--- src/rtl/rtcmap_pkg.sv ---
package rtcmap_pkg;
   localparam int DAY_BITS     = 9;
   localparam int NUM_CLK_REGS = 5;
   localparam int SEL_BITS     = 3;

   typedef enum logic [2:0] {
      RG_ACCESS = 3'd0,
      RG_ROMSEL = 3'd1,
      RG_MAPSEL = 3'd2,
      RG_LATCH  = 3'd3
   } region_e;

   localparam logic [7:0] KEY_ENABLE  = 8'h0A;
   localparam logic [7:0] KEY_DISABLE = 8'h00;
   localparam logic [7:0] CLK_SEL_LO  = 8'h08;
   localparam logic [7:0] CLK_SEL_HI  = 8'h0C;
endpackage

--- src/rtl/rtcmap_ctrl.sv ---
module rtcmap_ctrl
   import rtcmap_pkg::*;
#(
   parameter int ROM_BITS = 7,
   parameter int RAM_BITS = 2
) (
   input  logic                clk,
   input  logic                rst_n,
   input  logic                wr_en,
   input  logic [15:0]         wr_addr,
   input  logic [7:0]          wr_data,
   output logic [ROM_BITS-1:0] rom_bank,
   output logic [RAM_BITS-1:0] ram_bank,
   output logic                access_en,
   output logic                clk_mapped,
   output logic [SEL_BITS-1:0] clk_sel,
   output logic                latch_pulse
);
   localparam int RAM_LIMIT = 1 << RAM_BITS;

   region_e              region;
   logic                 latched;
   logic [ROM_BITS-1:0]  rom_field;
   logic                 hit_access, hit_rom, hit_map, hit_latch;
   logic                 ram_pick, clk_pick;

   assign region     = region_e'(wr_addr[15:13]);
   assign rom_field  = wr_data[ROM_BITS-1:0];
   assign hit_access = wr_en && (region == RG_ACCESS);
   assign hit_rom    = wr_en && (region == RG_ROMSEL);
   assign hit_map    = wr_en && (region == RG_MAPSEL);
   assign hit_latch  = wr_en && (region == RG_LATCH);
   assign ram_pick   = hit_map && (int'(wr_data) < RAM_LIMIT);
   assign clk_pick   = hit_map && (wr_data >= CLK_SEL_LO) && (wr_data <= CLK_SEL_HI);

   assign latch_pulse = hit_latch && !latched && (wr_data == 8'h01);

   always_ff @(posedge clk) begin
      if (!rst_n) begin
         rom_bank   <= ROM_BITS'(1);
         ram_bank   <= '0;
         access_en  <= 1'b0;
         clk_mapped <= 1'b0;
         clk_sel    <= '0;
         latched    <= 1'b0;
      end else begin
         if (hit_access) begin
            if (wr_data == KEY_ENABLE)       access_en <= 1'b1;
            else if (wr_data == KEY_DISABLE) access_en <= 1'b0;
         end
         if (hit_rom)
            rom_bank <= (rom_field == '0) ? ROM_BITS'(1) : rom_field;
         if (ram_pick) begin
            ram_bank   <= wr_data[RAM_BITS-1:0];
            clk_mapped <= 1'b0;
         end else if (clk_pick) begin
            clk_sel    <= SEL_BITS'(wr_data - CLK_SEL_LO);
            clk_mapped <= 1'b1;
         end
         if (latch_pulse)
            latched <= 1'b1;
         else if (hit_latch && latched && (wr_data == 8'h00))
            latched <= 1'b0;
      end
   end
endmodule

--- src/rtl/rtcmap_modcnt.sv ---
module rtcmap_modcnt #(
   parameter int MOD = 60
) (
   input  logic       clk,
   input  logic       rst_n,
   input  logic       inc,
   output logic [7:0] val,
   output logic       carry
);
   localparam int W = $clog2(MOD);

   logic [W-1:0] cnt;
   logic         at_top;

   assign at_top = (cnt == W'(MOD - 1));
   assign carry  = inc && at_top;
   assign val    = 8'(cnt);

   always_ff @(posedge clk) begin
      if (!rst_n)
         cnt <= '0;
      else if (inc)
         cnt <= at_top ? '0 : cnt + W'(1);
   end
endmodule

--- src/rtl/rtcmap_clock.sv ---
module rtcmap_clock
   import rtcmap_pkg::*;
#(
   parameter int SEC_MOD = 60,
   parameter int MIN_MOD = 60,
   parameter int HR_MOD  = 24
) (
   input  logic                clk,
   input  logic                rst_n,
   input  logic                tick,
   output logic [7:0]          live_sec,
   output logic [7:0]          live_min,
   output logic [7:0]          live_hr,
   output logic [DAY_BITS-1:0] live_day,
   output logic                ovf
);
   localparam int STAGES = 3;

   logic [STAGES:0] cy;
   logic [7:0]      vals [STAGES];

   assign cy[0] = tick;

   for (genvar i = 0; i < STAGES; i++) begin : g_stage
      localparam int MODV = (i == 0) ? SEC_MOD : (i == 1) ? MIN_MOD : HR_MOD;
      rtcmap_modcnt #(.MOD(MODV)) u_cnt (
         .clk   (clk),
         .rst_n (rst_n),
         .inc   (cy[i]),
         .val   (vals[i]),
         .carry (cy[i+1])
      );
   end

   assign live_sec = vals[0];
   assign live_min = vals[1];
   assign live_hr  = vals[2];

   always_ff @(posedge clk) begin
      if (!rst_n) begin
         live_day <= '0;
         ovf      <= 1'b0;
      end else if (cy[STAGES]) begin
         live_day <= live_day + DAY_BITS'(1);
         if (&live_day) ovf <= 1'b1;
      end
   end
endmodule

--- src/rtl/rtcmap_snap.sv ---
module rtcmap_snap
   import rtcmap_pkg::*;
(
   input  logic                clk,
   input  logic                rst_n,
   input  logic                capture,
   input  logic [7:0]          live_sec,
   input  logic [7:0]          live_min,
   input  logic [7:0]          live_hr,
   input  logic [DAY_BITS-1:0] live_day,
   input  logic                ovf,
   input  logic [SEL_BITS-1:0] sel,
   output logic [7:0]          rd_data
);
   logic [7:0] snap [NUM_CLK_REGS];
   logic [7:0] fresh [NUM_CLK_REGS];

   assign fresh[0] = live_sec;
   assign fresh[1] = live_min;
   assign fresh[2] = live_hr;
   assign fresh[3] = live_day[7:0];
   assign fresh[4] = {ovf, 6'b0, live_day[8]};

   for (genvar k = 0; k < NUM_CLK_REGS; k++) begin : g_reg
      always_ff @(posedge clk) begin
         if (!rst_n)       snap[k] <= '0;
         else if (capture) snap[k] <= fresh[k];
      end
   end

   always_comb begin
      rd_data = '0;
      for (int k = 0; k < NUM_CLK_REGS; k++)
         if (sel == SEL_BITS'(k)) rd_data = snap[k];
   end
endmodule

--- src/rtl/rtc_bank_mapper.sv ---
module rtc_bank_mapper
   import rtcmap_pkg::*;
#(
   parameter int ROM_BITS = 7,
   parameter int RAM_BITS = 2,
   parameter int SEC_MOD  = 60,
   parameter int MIN_MOD  = 60,
   parameter int HR_MOD   = 24
) (
   input  logic                clk,
   input  logic                rst_n,
   input  logic                wr_en,
   input  logic [15:0]         wr_addr,
   input  logic [7:0]          wr_data,
   input  logic                sec_tick,
   output logic [ROM_BITS-1:0] rom_bank,
   output logic [RAM_BITS-1:0] ram_bank,
   output logic                access_en,
   output logic                clk_mapped,
   output logic [7:0]          rtc_rd_data
);
   if (ROM_BITS < 1 || ROM_BITS > 8) begin : g_bad_rom
      $error("ROM_BITS must be 1..8");
   end
   if (RAM_BITS < 1 || RAM_BITS > 3) begin : g_bad_ram
      $error("RAM_BITS must be 1..3 so RAM selects stay below clock selects");
   end
   if (SEC_MOD < 2 || SEC_MOD > 256 || MIN_MOD < 2 || MIN_MOD > 256 ||
       HR_MOD < 2 || HR_MOD > 256) begin : g_bad_mod
      $error("clock moduli must be 2..256");
   end

   logic [SEL_BITS-1:0] clk_sel;
   logic                latch_pulse;
   logic [7:0]          live_sec, live_min, live_hr;
   logic [DAY_BITS-1:0] live_day;
   logic                ovf;

   rtcmap_ctrl #(.ROM_BITS(ROM_BITS), .RAM_BITS(RAM_BITS)) u_ctrl (
      .clk         (clk),
      .rst_n       (rst_n),
      .wr_en       (wr_en),
      .wr_addr     (wr_addr),
      .wr_data     (wr_data),
      .rom_bank    (rom_bank),
      .ram_bank    (ram_bank),
      .access_en   (access_en),
      .clk_mapped  (clk_mapped),
      .clk_sel     (clk_sel),
      .latch_pulse (latch_pulse)
   );

   rtcmap_clock #(.SEC_MOD(SEC_MOD), .MIN_MOD(MIN_MOD), .HR_MOD(HR_MOD)) u_clock (
      .clk      (clk),
      .rst_n    (rst_n),
      .tick     (sec_tick),
      .live_sec (live_sec),
      .live_min (live_min),
      .live_hr  (live_hr),
      .live_day (live_day),
      .ovf      (ovf)
   );

   rtcmap_snap u_snap (
      .clk      (clk),
      .rst_n    (rst_n),
      .capture  (latch_pulse),
      .live_sec (live_sec),
      .live_min (live_min),
      .live_hr  (live_hr),
      .live_day (live_day),
      .ovf      (ovf),
      .sel      (clk_sel),
      .rd_data  (rtc_rd_data)
   );
endmodule

--- config.mk ---
export PLATFORM = sky130hd
export DESIGN_NAME = rtc_bank_mapper
export DESIGN_NICKNAME = d
export VERILOG_FILES = /design/src/rtl/rtcmap_pkg.sv /design/src/rtl/rtcmap_ctrl.sv /design/src/rtl/rtcmap_modcnt.sv /design/src/rtl/rtcmap_clock.sv /design/src/rtl/rtcmap_snap.sv /design/src/rtl/rtc_bank_mapper.sv
export SDC_FILE = /design/constraint.sdc
export NUM_CORES = 1
export LEC_CHECK = 0
export CORE_UTILIZATION = 50
export DETAILED_ROUTE_END_ITERATION = 10
export PLACE_DENSITY = 0.72
export RECOVER_POWER = 100
export SYNTH_ARGS = -nofsm -noshare
export SYNTH_HDL_FRONTEND = slang
export SYNTH_SLANG_ARGS = --single-unit
export TNS_END_PERCENT = 50
--- constraint.sdc ---
create_clock -name clk -period 7 [get_ports clk]
set_input_delay 1.4 -clock clk [delete_from_list [all_inputs] [get_ports clk]]
set_output_delay 1.4 -clock clk [all_outputs]
set_load 0.1 [all_outputs]
### Word-level counts from Yosys, hierarchy flattened

Memory sizes are Yosys's and may differ from the RTL's.
Cells that the tools add are included.

* $add $sub $neg: 5
* bitwise logic cells: 7
* mux-type cells: 22
* magnitude comparators: 3
* equal/unequal tests: 12
* reduce and logical (&&, ||, !) cells: 25

Operators with widths (number)
* $mux W8: 10
* $logic_and A1 B1 Y1: 14
* $add A6 B1 Y6 const B: 2
* $eq A3 B2 Y1 const B: 4
* $eq A6 B6 Y1 const B: 2
* $mux W6: 2
* $reduce_and A10 Y1: 1
* $add A9 B1 Y9 const B: 1
* $eq A8 B1 Y1 const B: 1
* $eq A8 B4 Y1 const B: 1
* $ge A8 B4 Y1 const B: 1
* $le A8 B4 Y1 const B: 1
* $logic_not A8 Y1: 1
* $lt A8 B3 Y1 const B: 1
* $mux W1: 8
* $logic_not A7 Y1: 1
* $mux W7: 1
* $eq A3 B1 Y1 const B: 2
* $logic_not A3 Y1: 2
* $add A5 B1 Y5 const B: 1
* $eq A5 B5 Y1 const B: 1
* $mux W5: 1
* $or A1 B1 Y1: 5
* $reduce_and A2 Y1: 2
* other kinds (6): 8

* input bits: 28
* output and inout port bits: 19
* word-level logic and storage cells: 86
* memories kept: 1
* memory bits (writable): 40
* flip-flop bits (word level): 42

Memory list
* u_snap.snap: words 5, width 8, read ports 5, clocked after memory_dff 0, write ports 5, line rtcmap_snap.sv:15 `logic [7:0] snap [NUM_CLK_REGS];`

### Depth between registers and ports, before layout

Gate-level depths: netlist of the first run.

* depth after elaboration: 8
* mapped depth: 7
* mapped depth without buffers: 5

### Hierarchy

From an unflattened synthesis of the first run, not the netlist that was laid out.

* cell total of the unflattened synthesis: 305
* area, all modules: 3468.3 um2

By module, submodules not included
* rtcmap_snap: cells an instance 101, area each 1542.7 um2, seq. area each 1021.0 um2, instances 1
* rtcmap_ctrl: cells an instance 67, area each 671.9 um2, seq. area each 300.3 um2, instances 1
* rtcmap_modcnt (u_clock.g_stage[0].u_cnt ...): cells an instance 32, area each 290.3 um2, seq. area each 120.1 um2, instances 2
* rtcmap_clock: cells an instance 46, area each 422.9 um2, seq. area each 200.2 um2, instances 1
* rtcmap_modcnt (u_clock.g_stage[2].u_cnt): cells an instance 27, area each 250.2 um2, seq. area each 100.1 um2, instances 1

### Worst setup path after synthesis of the first run

Ideal clock, no wire load.

* kind: register to output
* start point: reg u_ctrl.clk_sel[0]
* end point: out rtc_rd_data[0]
* setup slack: 2.521 ns
* cell stages (with the launch flop): 5
* arrival time: 3.079 ns
* buffers on the path: 1
* required time: 5.600 ns
* cell sequence: dfxtp_1 > clkbuf_1 > mux4_2 > inv_1 > o21ai_0

* longest elaborated chain between the ends: 6
* elaborated cells on any way between the ends: 10
* classes of those cells: eq/ne (4); mux (5); reduce/logical (1)

Ends and longest elaborated chain
* from (decl): line rtcmap_ctrl.sv:16 `output logic [SEL_BITS-1:0] clk_sel,`
* from (signal assigned): line rtcmap_ctrl.sv:57 `clk_sel <= SEL_BITS'(wr_data - CLK_SEL_LO);`
* $logic_not A3 Y1: line rtcmap_snap.sv:34 `if (sel == SEL_BITS'(k)) rd_data = snap[k];`
* $mux W8 (4 in series): line rtcmap_snap.sv:34
* $mux W8 (*): line rtcmap_snap.sv:34
* to (decl): line rtc_bank_mapper.sv:20 `output logic [7:0] rtc_rd_data`

Every way passes the cells marked *; elsewhere a longest branch is shown, timed or not.

==> results of run 1 <==
cells by family (layout without fill, tap and decap cells):
logic type	count (synthesis)	in the layout	share of synthesized area (%)
simple gates	140	140	24.8
flops	69	69	52.3
compound gates	43	43	8.37
mux	21	21	8.68
buf+inv	19	55	2.30
xor+xnor	7	7	1.94
fa+ha+maj	4	4	1.59
final timing paths:
check / from / depth (start not counted) / to / slack, ns
worst max-delay path: rst_n / 5 / u_snap.snap[2][3] / 2.16
worst max register to register: u_clock.g_stage[0].u_cnt.cnt[0] / 5 / u_clock.live_day[7] / 4.48
worst min register to register: u_ctrl.ram_bank[0] / 2 / u_ctrl.ram_bank[0] / 0.46
worst min-delay path: u_ctrl.ram_bank[0] / 2 / u_ctrl.ram_bank[0] / 0.46
sequential cells by signal, summed over array words and instances, names as in the netlist:
name and flops:
u_clock.g_stage.u_cnt.cnt 17, u_clock.live_day 9, u_clock.ovf 1, u_ctrl.access_en 1
u_ctrl.clk_mapped 1, u_ctrl.clk_sel 3, u_ctrl.latched 1, u_ctrl.ram_bank 2
u_ctrl.rom_bank 7, u_snap.snap 27
worst max-delay path: stages:
cell           delay, ns
dlygate4sd3_1       0.96
clkinv_1            0.13
clkbuf_1            0.54
nor3_1              1.69
and2_0              0.30
cell usage after synthesis:
cell / instances
edfxtp_1: 27
nor4b_1: 1
nand4b_1: 1
and3b_1: 1
a311oi_1: 1
or2_2: 1
clkbuf_1: 13
nor4bb_1: 1
and4_1: 2
a21bo_2: 1
ha_1: 4
nor2_1: 24
mux2i_1: 15
nand4b_4: 1
a32o_1: 1
dfxtp_1: 42
o31ai_1: 6
nand2_1: 23
or4_1: 7
xnor2_1: 3
a41o_1: 1
a31oi_1: 2
nor3_1: 9
nand4_1: 8
xor2_1: 4
buf_2: 1
buf_1: 1
o21a_1: 2
and2_1: 29
inv_1: 3
nand3_1: 9
a21oi_1: 17
mux4_2: 5
or3_1: 4
nand3b_1: 3
o211a_1: 1
clkinv_1: 1
and3_1: 2
nor4_1: 3
nand2b_1: 4
mux2_2: 1
o21ai_0: 7
o21ai_1: 3
a22oi_1: 1
nor2b_1: 7
metrics by stage:
| step | setup slack (ns) | util (%) | hold WS [ns] | instances | cell area [µm²] |
|---|---|---|---|---|---|
| finish | 2.16 | 62.2 | 0.464 | 414 | 3720 |
| detailed placement | 2.93 | 59.3 | 0.452 | 398 | 3550 |
| global route | 1.68 | 62.2 | 0.501 | 414 | 3720 |
| CTS | 2.91 | 62.5 | 0.470 | 414 | 3750 |
| floorplan | 2.52 | - | 0.432 | 303 | 3160 |
| global placement | 2.99 | 59.3 | 0.446 | 398 | 3550 |
layer usage:
layer / routed length [µm] / track usage [%] / vias to the layer above / part of all wire [%]
met5: 0 / 0 / - / 0
met4: 156 / 11.3 / 0 / 2.6
met3: 239 / 3.33 / 14 / 4.0
met2: 2690 / 29.7 / 59 / 44
met1: 2960 / 27.8 / 1096 / 49
li1: - / - / 1171 / -
area by class of cell:
type                            count  area, µm²
Clock buffer                       11        163
Tap cell                           75       93.8
Clock inverter                      5       31.3
Fill cell                         493       2270
Timing Repair Buffer               35        338
Multi-Input combinational cell    215       1430
Inverter                            4       15.0
Sequential cell                    69       1650
power groups by stage:
stage / clock network (W) / logic, W / registers [W]
3_3_place_gp: 0 / 0.0000512 / 0.000439
4_1_cts: 0.000319 / 0.0000525 / 0.000430
3_5_place_dp: 0 / 0.0000524 / 0.000439
6_report: 0.000313 / 0.0000498 / 0.000430
5_1_grt: 0.000334 / 0.0000527 / 0.000431
2_1_floorplan: 0 / 0.0000260 / 0.000444
==> impl_metrics.py, run 1 <==
metrics = {
    "pwr": {
        "vdd_ir_drop_max_mv": 0.142,
        "p_comb_share_pct": 6.3,
        "switching_share_pct": 24.2,
        "power_switching_w": 0.000191,
        "power.density_mw_per_mm2": 213,
        "leakage_nw": 1.34,
        "power_w": 0.000792,
        "seqPwrFrac_pct": 54.3,
        "p_int_w": 0.000601,
        "pwr-share-clk_pct": 39.4,
    },
    "placement": {
        "port_buffers": 33,
        "dp_hpwl_um": 4190,
        "gp_congestion": 0.822,
    },
    "clock_tree": {
        "cts_buffers": 9,
        "clockRootBuffer": "clkbuf_8",
        "clk-insertion-delay-late_ns": 0.35,
        "post_cts_buffers": 0,
        "clk_pin_slew_ns": 0.08,
        "clock-sinks": 69,
        "cts_tree": "done",
        "cts_hold_buf": 0,
        "clockBufferDepth": 2,
        "postCtsResizedCells": 0,
        "cts.htree.levels": 3,
    },
    "global_route": {
        "overflow": 0,
        "grt_usage_pct": 20.1,
        "antenna_found_initial": 0,
        "grt_pass1_vias": 2024,
        "grt_pass1_wl_um": 9760,
        "grt_start_max_net_pins": 28,
    },
    "die": {
        "core_mm2": 0.00599,
        "die_h_um": 81.4,
        "rows": 28,
        "die_w_um": 81.4,
        "die_area_mm2": 0.00663,
        "initial_core_util_pct": 52.7,
        "ios": 47,
    },
    "sta": {
        "period_share_pct": 69.1,
        "min_period_ns": 4.84,
        "tightest_slew_ns": 1.96,
        "rsz0062_at_grt": "false",
        "tns_ns": 0,
        "setup_viol": 0,
        "finalHoldViolations": 0,
        "drv_slew": 37,
        "fin_worst_skew_ns": 0.00800,
        "maxSlewHeadroom_pct": -31.4,
        "max_freq_mhz": 207,
    },
    "layout": {
        "antenna_cells": 0,
        "final_common_cell": "dfxtp_1",
        "drive_gt1_share_pct": 7.37,
        "area_growth_pct": 18.0,
        "nNetsFinal": 366,
        "layout_common_cells": "dfxtp_1, edfxtp_1, and2_0",
    },
    "outcome": {
        "violations": "max-capacitance violations, max-slew violations",
        "run_status": "finished, violations left",
    },
    "hold_path": {
        "hp-class": "reg2reg",
    },
    "critical_path": {
        "endpoint_kind": "flop",
        "worstPathRequired_ns": 7.19,
        "path_class": "in2reg",
        "cp-start-kind": "input port",
        "worstPathArrival_ns": 5.03,
        "path_max_fanout": 27,
    },
    "synth": {
        "ys_warn_count": 0,
        "synth_nets": 335,
        "syn_area_mm2": 0.00316,
        "ys_types": 45,
        "synth_cells": 303,
        "ys_seq_area_share_pct": 52.3,
        "synth_area_leaders": "dfxtp_1, edfxtp_1, and2_1",
        "synth_top_area_share_pct": 26.6,
        "avgSynthCellArea_um2": 10.4,
        "synth_top_cell_by_area": "dfxtp_1",
        "ys_ff_latch": 69,
    },
    "detailed_routing": {
        "first_pass_iters": 4,
        "drtIter0Drc": 118,
        "wl_per_cell_um": 14.6,
        "via_per_inst": 5.65,
        "drt-total-wl_um": 6050,
        "vias": 2340,
        "drc": 0,
        "drtAntennaViolNets": 0,
    },
    "run": {
        "max_cap_viol_count": 2,
    },
}
No activity file was read; power rests on OpenSTA's default activity.
==> run 2, diff against run 1 <==
Settings changed: CORE_UTILIZATION 50 to 48.
Clock period 7 ns to 3.9 ns, I/O delays scaled along.
==> impl_metrics.py, run 2 (same netlist as run 1, synthesis figures left out) <==
metrics = {
    "outcome": {
        "run_status": "completed",
    },
    "layout": {
        "nNetsFinal": 369,
        "final_cells": 419,
        "final_common_cell": "dfxtp_1",
        "regMostFlops": "u_snap.snap",
        "drive_gt1_share_pct": 8.48,
        "top_regs": "u_snap.snap (27), u_clock.g_stage.u_cnt.cnt (17), u_clock.live_day (9)",
        "largest_register_ffs": 27,
        "antenna_cells": 0,
        "layout_common_cells": "dfxtp_1, edfxtp_1, nor2_1",
        "area_growth_pct": 16.7,
        "post-route-util_pct": 58.0,
    },
    "clock_tree": {
        "cts_hold_buf": 0,
        "cts_tree": "done",
        "cts_buffers": 9,
        "clk-insertion-delay-late_ns": 0.34,
        "clock-sinks": 69,
        "clockRootBuffer": "clkbuf_8",
        "postCtsResizedCells": 0,
        "post_cts_buffers": 0,
        "clockBufferDepth": 2,
        "cts.htree.levels": 3,
        "clk_pin_slew_ns": 0.07,
    },
    "pwr": {
        "p_comb_share_pct": 6.5,
        "vdd_ir_drop_max_mv": 0.230,
        "p_int_w": 0.00102,
        "leakage_nw": 1.32,
        "switching_share_pct": 25.0,
        "pwr-share-clk_pct": 36.7,
        "seqPwrFrac_pct": 56.8,
        "power.density_mw_per_mm2": 369,
        "power_switching_w": 0.000339,
    },
    "sta": {
        "min_period_ns": 3.33,
        "tightest_slew_ns": 1.31,
        "fin_worst_skew_ns": 0.00571,
        "drv_slew": 0,
        "period_share_pct": 85.4,
        "tns_ns": 0,
        "finalHoldViolations": 0,
        "maxSlewHeadroom_pct": 12.9,
        "rsz0062_at_grt": "false",
        "setup_viol": 0,
        "max_freq_mhz": 300,
    },
    "placement": {
        "dp_cells": 403,
        "gp_congestion": 0.804,
        "port_buffers": 33,
        "dp_hpwl_um": 4330,
    },
    "global_route": {
        "grt_start_max_net_pins": 28,
        "grt_pass1_wl_um": 10500,
        "met1_usage_pct": 25.4,
        "overflow": 0,
        "antenna_found_initial": 0,
        "grt_pass1_vias": 2199,
        "use_met2_pct": 30.0,
        "grt_usage_pct": 19.3,
        "grtUsageMet3_pct": 5.07,
        "gr-max-usage-layer": "met2",
    },
    "critical_path": {
        "reg2reg_to": "u_clock.live_day[7]",
        "endpoint_kind": "flop",
        "ff2ff_path_depth": 5,
        "ff2ff_setup_slack_ns": 1.45,
        "r2r_start": "u_clock.g_stage[0].u_cnt.cnt[0]",
        "path_class": "in2reg",
        "cp-start-kind": "input port",
        "worstPathRequired_ns": 3.99,
        "path_max_fanout": 27,
        "worstPathArrival_ns": 3.42,
    },
    "detailed_routing": {
        "vias": 2329,
        "drtIter0Drc": 148,
        "drt-total-wl_um": 6160,
        "drtAntennaViolNets": 0,
        "via_per_inst": 5.56,
        "drc": 0,
        "wl_per_cell_um": 14.7,
        "first_pass_iters": 4,
    },
    "run": {
        "max_cap_viol_count": 0,
    },
    "die": {
        "core_mm2": 0.00635,
        "die_w_um": 83.1,
        "die_h_um": 83.1,
        "rows": 29,
        "initial_core_util_pct": 49.7,
        "ios": 47,
        "die_area_mm2": 0.00690,
    },
    "hold_path": {
        "worstHoldStart": "u_ctrl.ram_bank[1]",
        "hp-class": "reg2reg",
        "whs_endpoint": "u_ctrl.ram_bank[1]",
        "holdPathStages": 2,
    },
}
run 2: final cells by class:
cell class	count	area, µm²
fill	561	2670
inverter	4	15.0
timing repair buffer	38	312
tap	77	96.3
clock buffer	9	124
multi-input combinational	215	1440
sequential	69	1650
clock inverter	7	42.5
run 2: how the worst max path moves through the flow:
| stage | cells after the start | endpoint | start | slack, ns |
|---|---|---|---|---|
| 2_1_floorplan | 4 | rtc_rd_data[0] | u_ctrl.clk_sel[0] | 0.04 |
| 3_3_place_gp | 5 | u_clock.live_day[5] | sec_tick | 0.72 |
| 3_5_place_dp | 5 | u_clock.live_day[7] | sec_tick | 0.65 |
| 4_1_cts | 4 | rtc_rd_data[5] | u_ctrl.clk_sel[1] | 0.61 |
| 5_1_grt | 7 | u_snap.snap[2][3] | rst_n | 0.31 |
| 6_report | 7 | u_snap.snap[1][5] | rst_n | 0.57 |
run 2: through the flow:
step	cell area [µm²]	worst slack, ns	total power (W)	hold slack (ns)
finish	3680	0.568	0.00136	0.463
global route	3680	0.306	0.00141	0.486
global placement	3560	0.719	0.000879	0.448
CTS	3730	0.612	0.00137	0.470
detailed placement	3560	0.654	0.000881	0.459
floorplan	3160	0.0414	0.000843	0.432
run 2: routing by layer:
| metal | wire, µm | vias to the layer above | share of wire [%] |
|---|---|---|---|
| li1 | - | 1176 | - |
| met1 | 2890 | 1101 | 47 |
| met2 | 2910 | 43 | 47 |
| met3 | 249 | 9 | 4.0 |
| met4 | 108 | 0 | 1.8 |
| met5 | 0 | - | 0 |
run 2: power by group through the flow:
stage,Clock [W],Combinational (W),Sequential (W)
final,0.000498,0.0000884,0.000771
after floorplan,0,0.0000462,0.000797
after CTS,0.000509,0.0000937,0.000772
after detailed placement,0,0.0000931,0.000788
after global placement,0,0.0000920,0.000787
after global routing,0.000543,0.0000944,0.000773
run 2: worst max-delay path, stage by stage:
cell           delay [ns]
dlygate4sd3_1        0.53
clkbuf_1             0.34
clkinv_1             0.11
clkbuf_1             0.96
nor3_2               0.11
clkbuf_2             0.32
and2_0               0.26
==> run 3, diff against run 2 <==
Settings changed: RECOVER_POWER 100 to default.
==> impl_metrics.py, run 3 (same netlist as run 1, synthesis figures left out) <==
metrics = {
    "pwr": {
        "vdd_ir_drop_max_mv": 0.229,
        "leakage_nw": 1.34,
        "power.density_mw_per_mm2": 366,
    },
    "sta": {
        "tns_ns": 0,
        "drv_slew": 0,
        "fin_worst_skew_ns": 0.00450,
        "min_period_ns": 3.27,
        "rsz0062_at_grt": "false",
        "maxSlewHeadroom_pct": 33.4,
        "max_freq_mhz": 306,
        "setup_viol": 0,
        "tightest_slew_ns": 0.995,
        "finalHoldViolations": 0,
        "period_share_pct": 83.9,
        "holdWs_ns": 0.466,
    },
    "clock_tree": {
        "cts.htree.levels": 3,
        "clockBufferDepth": 2,
        "clk-insertion-delay-late_ns": 0.35,
        "clk_pin_slew_ns": 0.07,
        "post_cts_buffers": 0,
        "clockRootBuffer": "clkbuf_8",
        "cts_buffers": 9,
        "cts_tree": "done",
        "clock-sinks": 69,
        "cts_hold_buf": 0,
        "postCtsResizedCells": 0,
    },
    "global_route": {
        "grt_pass1_wl_um": 10500,
        "antenna_found_initial": 0,
        "grt_usage_pct": 19.3,
        "grt_pass1_vias": 2199,
        "grt_start_max_net_pins": 28,
        "overflow": 0,
    },
    "die": {
        "rows": 29,
        "die_w_um": 83.1,
        "core_mm2": 0.00635,
        "initial_core_util_pct": 49.7,
        "die_area_mm2": 0.00690,
        "ios": 47,
        "die_h_um": 83.1,
    },
    "critical_path": {
        "worstPathRequired_ns": 3.12,
        "endpoint_kind": "primary output",
        "worstPathArrival_ns": 2.49,
        "path_max_fanout": 9,
        "path_class": "reg2out",
        "cp-start-kind": "flop",
    },
    "placement": {
        "port_buffers": 33,
        "dp_hpwl_um": 4330,
        "gp_congestion": 0.804,
        "placed_area_mm2": 0.00356,
    },
    "detailed_routing": {
        "wl_per_cell_um": 14.7,
        "first_pass_iters": 4,
        "drc": 0,
        "drt-total-wl_um": 6140,
        "via_per_inst": 5.55,
        "drtAntennaViolNets": 0,
        "drtIter0Drc": 152,
        "vias": 2325,
    },
    "layout": {
        "multi_input_comb_area_mm2": 0.00145,
        "area_growth_pct": 18.1,
        "antenna_cells": 0,
        "post-route-util_pct": 58.7,
        "final_common_cell": "dfxtp_1",
        "nFillCells": 553,
        "nNetsFinal": 369,
        "largest_register_ffs": 27,
        "regArea_mm2": 0.00165,
        "top_regs": "u_snap.snap (27), u_clock.g_stage.u_cnt.cnt (17), u_clock.live_day (9)",
        "final_cell_area_mm2": 0.00373,
        "drive_gt1_share_pct": 11.4,
        "layout_common_cells": "dfxtp_1, and2_1, edfxtp_1",
        "regMostFlops": "u_snap.snap",
    },
    "run": {
        "max_cap_viol_count": 0,
    },
    "hold_path": {
        "hp-class": "reg2reg",
    },
    "outcome": {
        "run_status": "completed",
    },
}
run 3: final timing paths:
check / slack [ns] / to / cells past startpoint / start
hold / removal: 0.47 / u_ctrl.ram_bank[1] / 2 / u_ctrl.ram_bank[1]
hold reg to reg: 0.47 / u_ctrl.ram_bank[1] / 2 / u_ctrl.ram_bank[1]
setup / recovery: 0.63 / rtc_rd_data[5] / 4 / u_ctrl.clk_sel[1]
setup reg to reg: 1.44 / u_clock.live_day[7] / 5 / u_clock.g_stage[0].u_cnt.cnt[0]
run 3: final cells by class:
| type | instances | share of cell area (%) |
|---|---|---|
| Sequential cell | 69 | 44.3 |
| Clock buffer | 9 | 3.32 |
| Inverter | 4 | 0.403 |
| Clock inverter | 7 | 1.14 |
| Timing Repair Buffer | 38 | 9.40 |
| Tap cell | 77 | 2.59 |
| Multi-Input combinational cell | 215 | 38.8 |
run 3: per-layer routing:
metal | wire [µm] | track usage (%) | vias to the layer above | part of all wire [%]
met1 | 2930 | 25.4 | 1106 | 48
met3 | 213 | 5.07 | 8 | 3.5
li1 | - | - | 1174 | -
met2 | 2910 | 30.0 | 37 | 47
met5 | 0 | 0 | - | 0
met4 | 95 | 8.62 | 0 | 1.5
run 3: worst max-delay path: stages, from the launching register on:
cell and delay (ns):
dfxtp_1 0.56, mux2_2 0.38, a22oi_1 0.18, nor2_1 0.05
clkdlybuf4s50_1 0.97
run 3: power breakdown:
group / switching [W] / total [W] / internal, W
clock: 0.000273 / 0.000498 / 0.000226
combinational: 0.0000599 / 0.0000931 / 0.0000332
sequential: 0.00000729 / 0.000771 / 0.000764
total: 0.000340 / 0.00136 / 0.00102
run 3: stage by stage:
step	power (W)	worst slack [ns]	instances
finish	0.00136	0.629	419
global route	0.00141	0.510	419
global placement	0.000879	0.719	403
CTS	0.00137	0.612	419
detailed placement	0.000881	0.654	403
floorplan	0.000843	0.0414	303
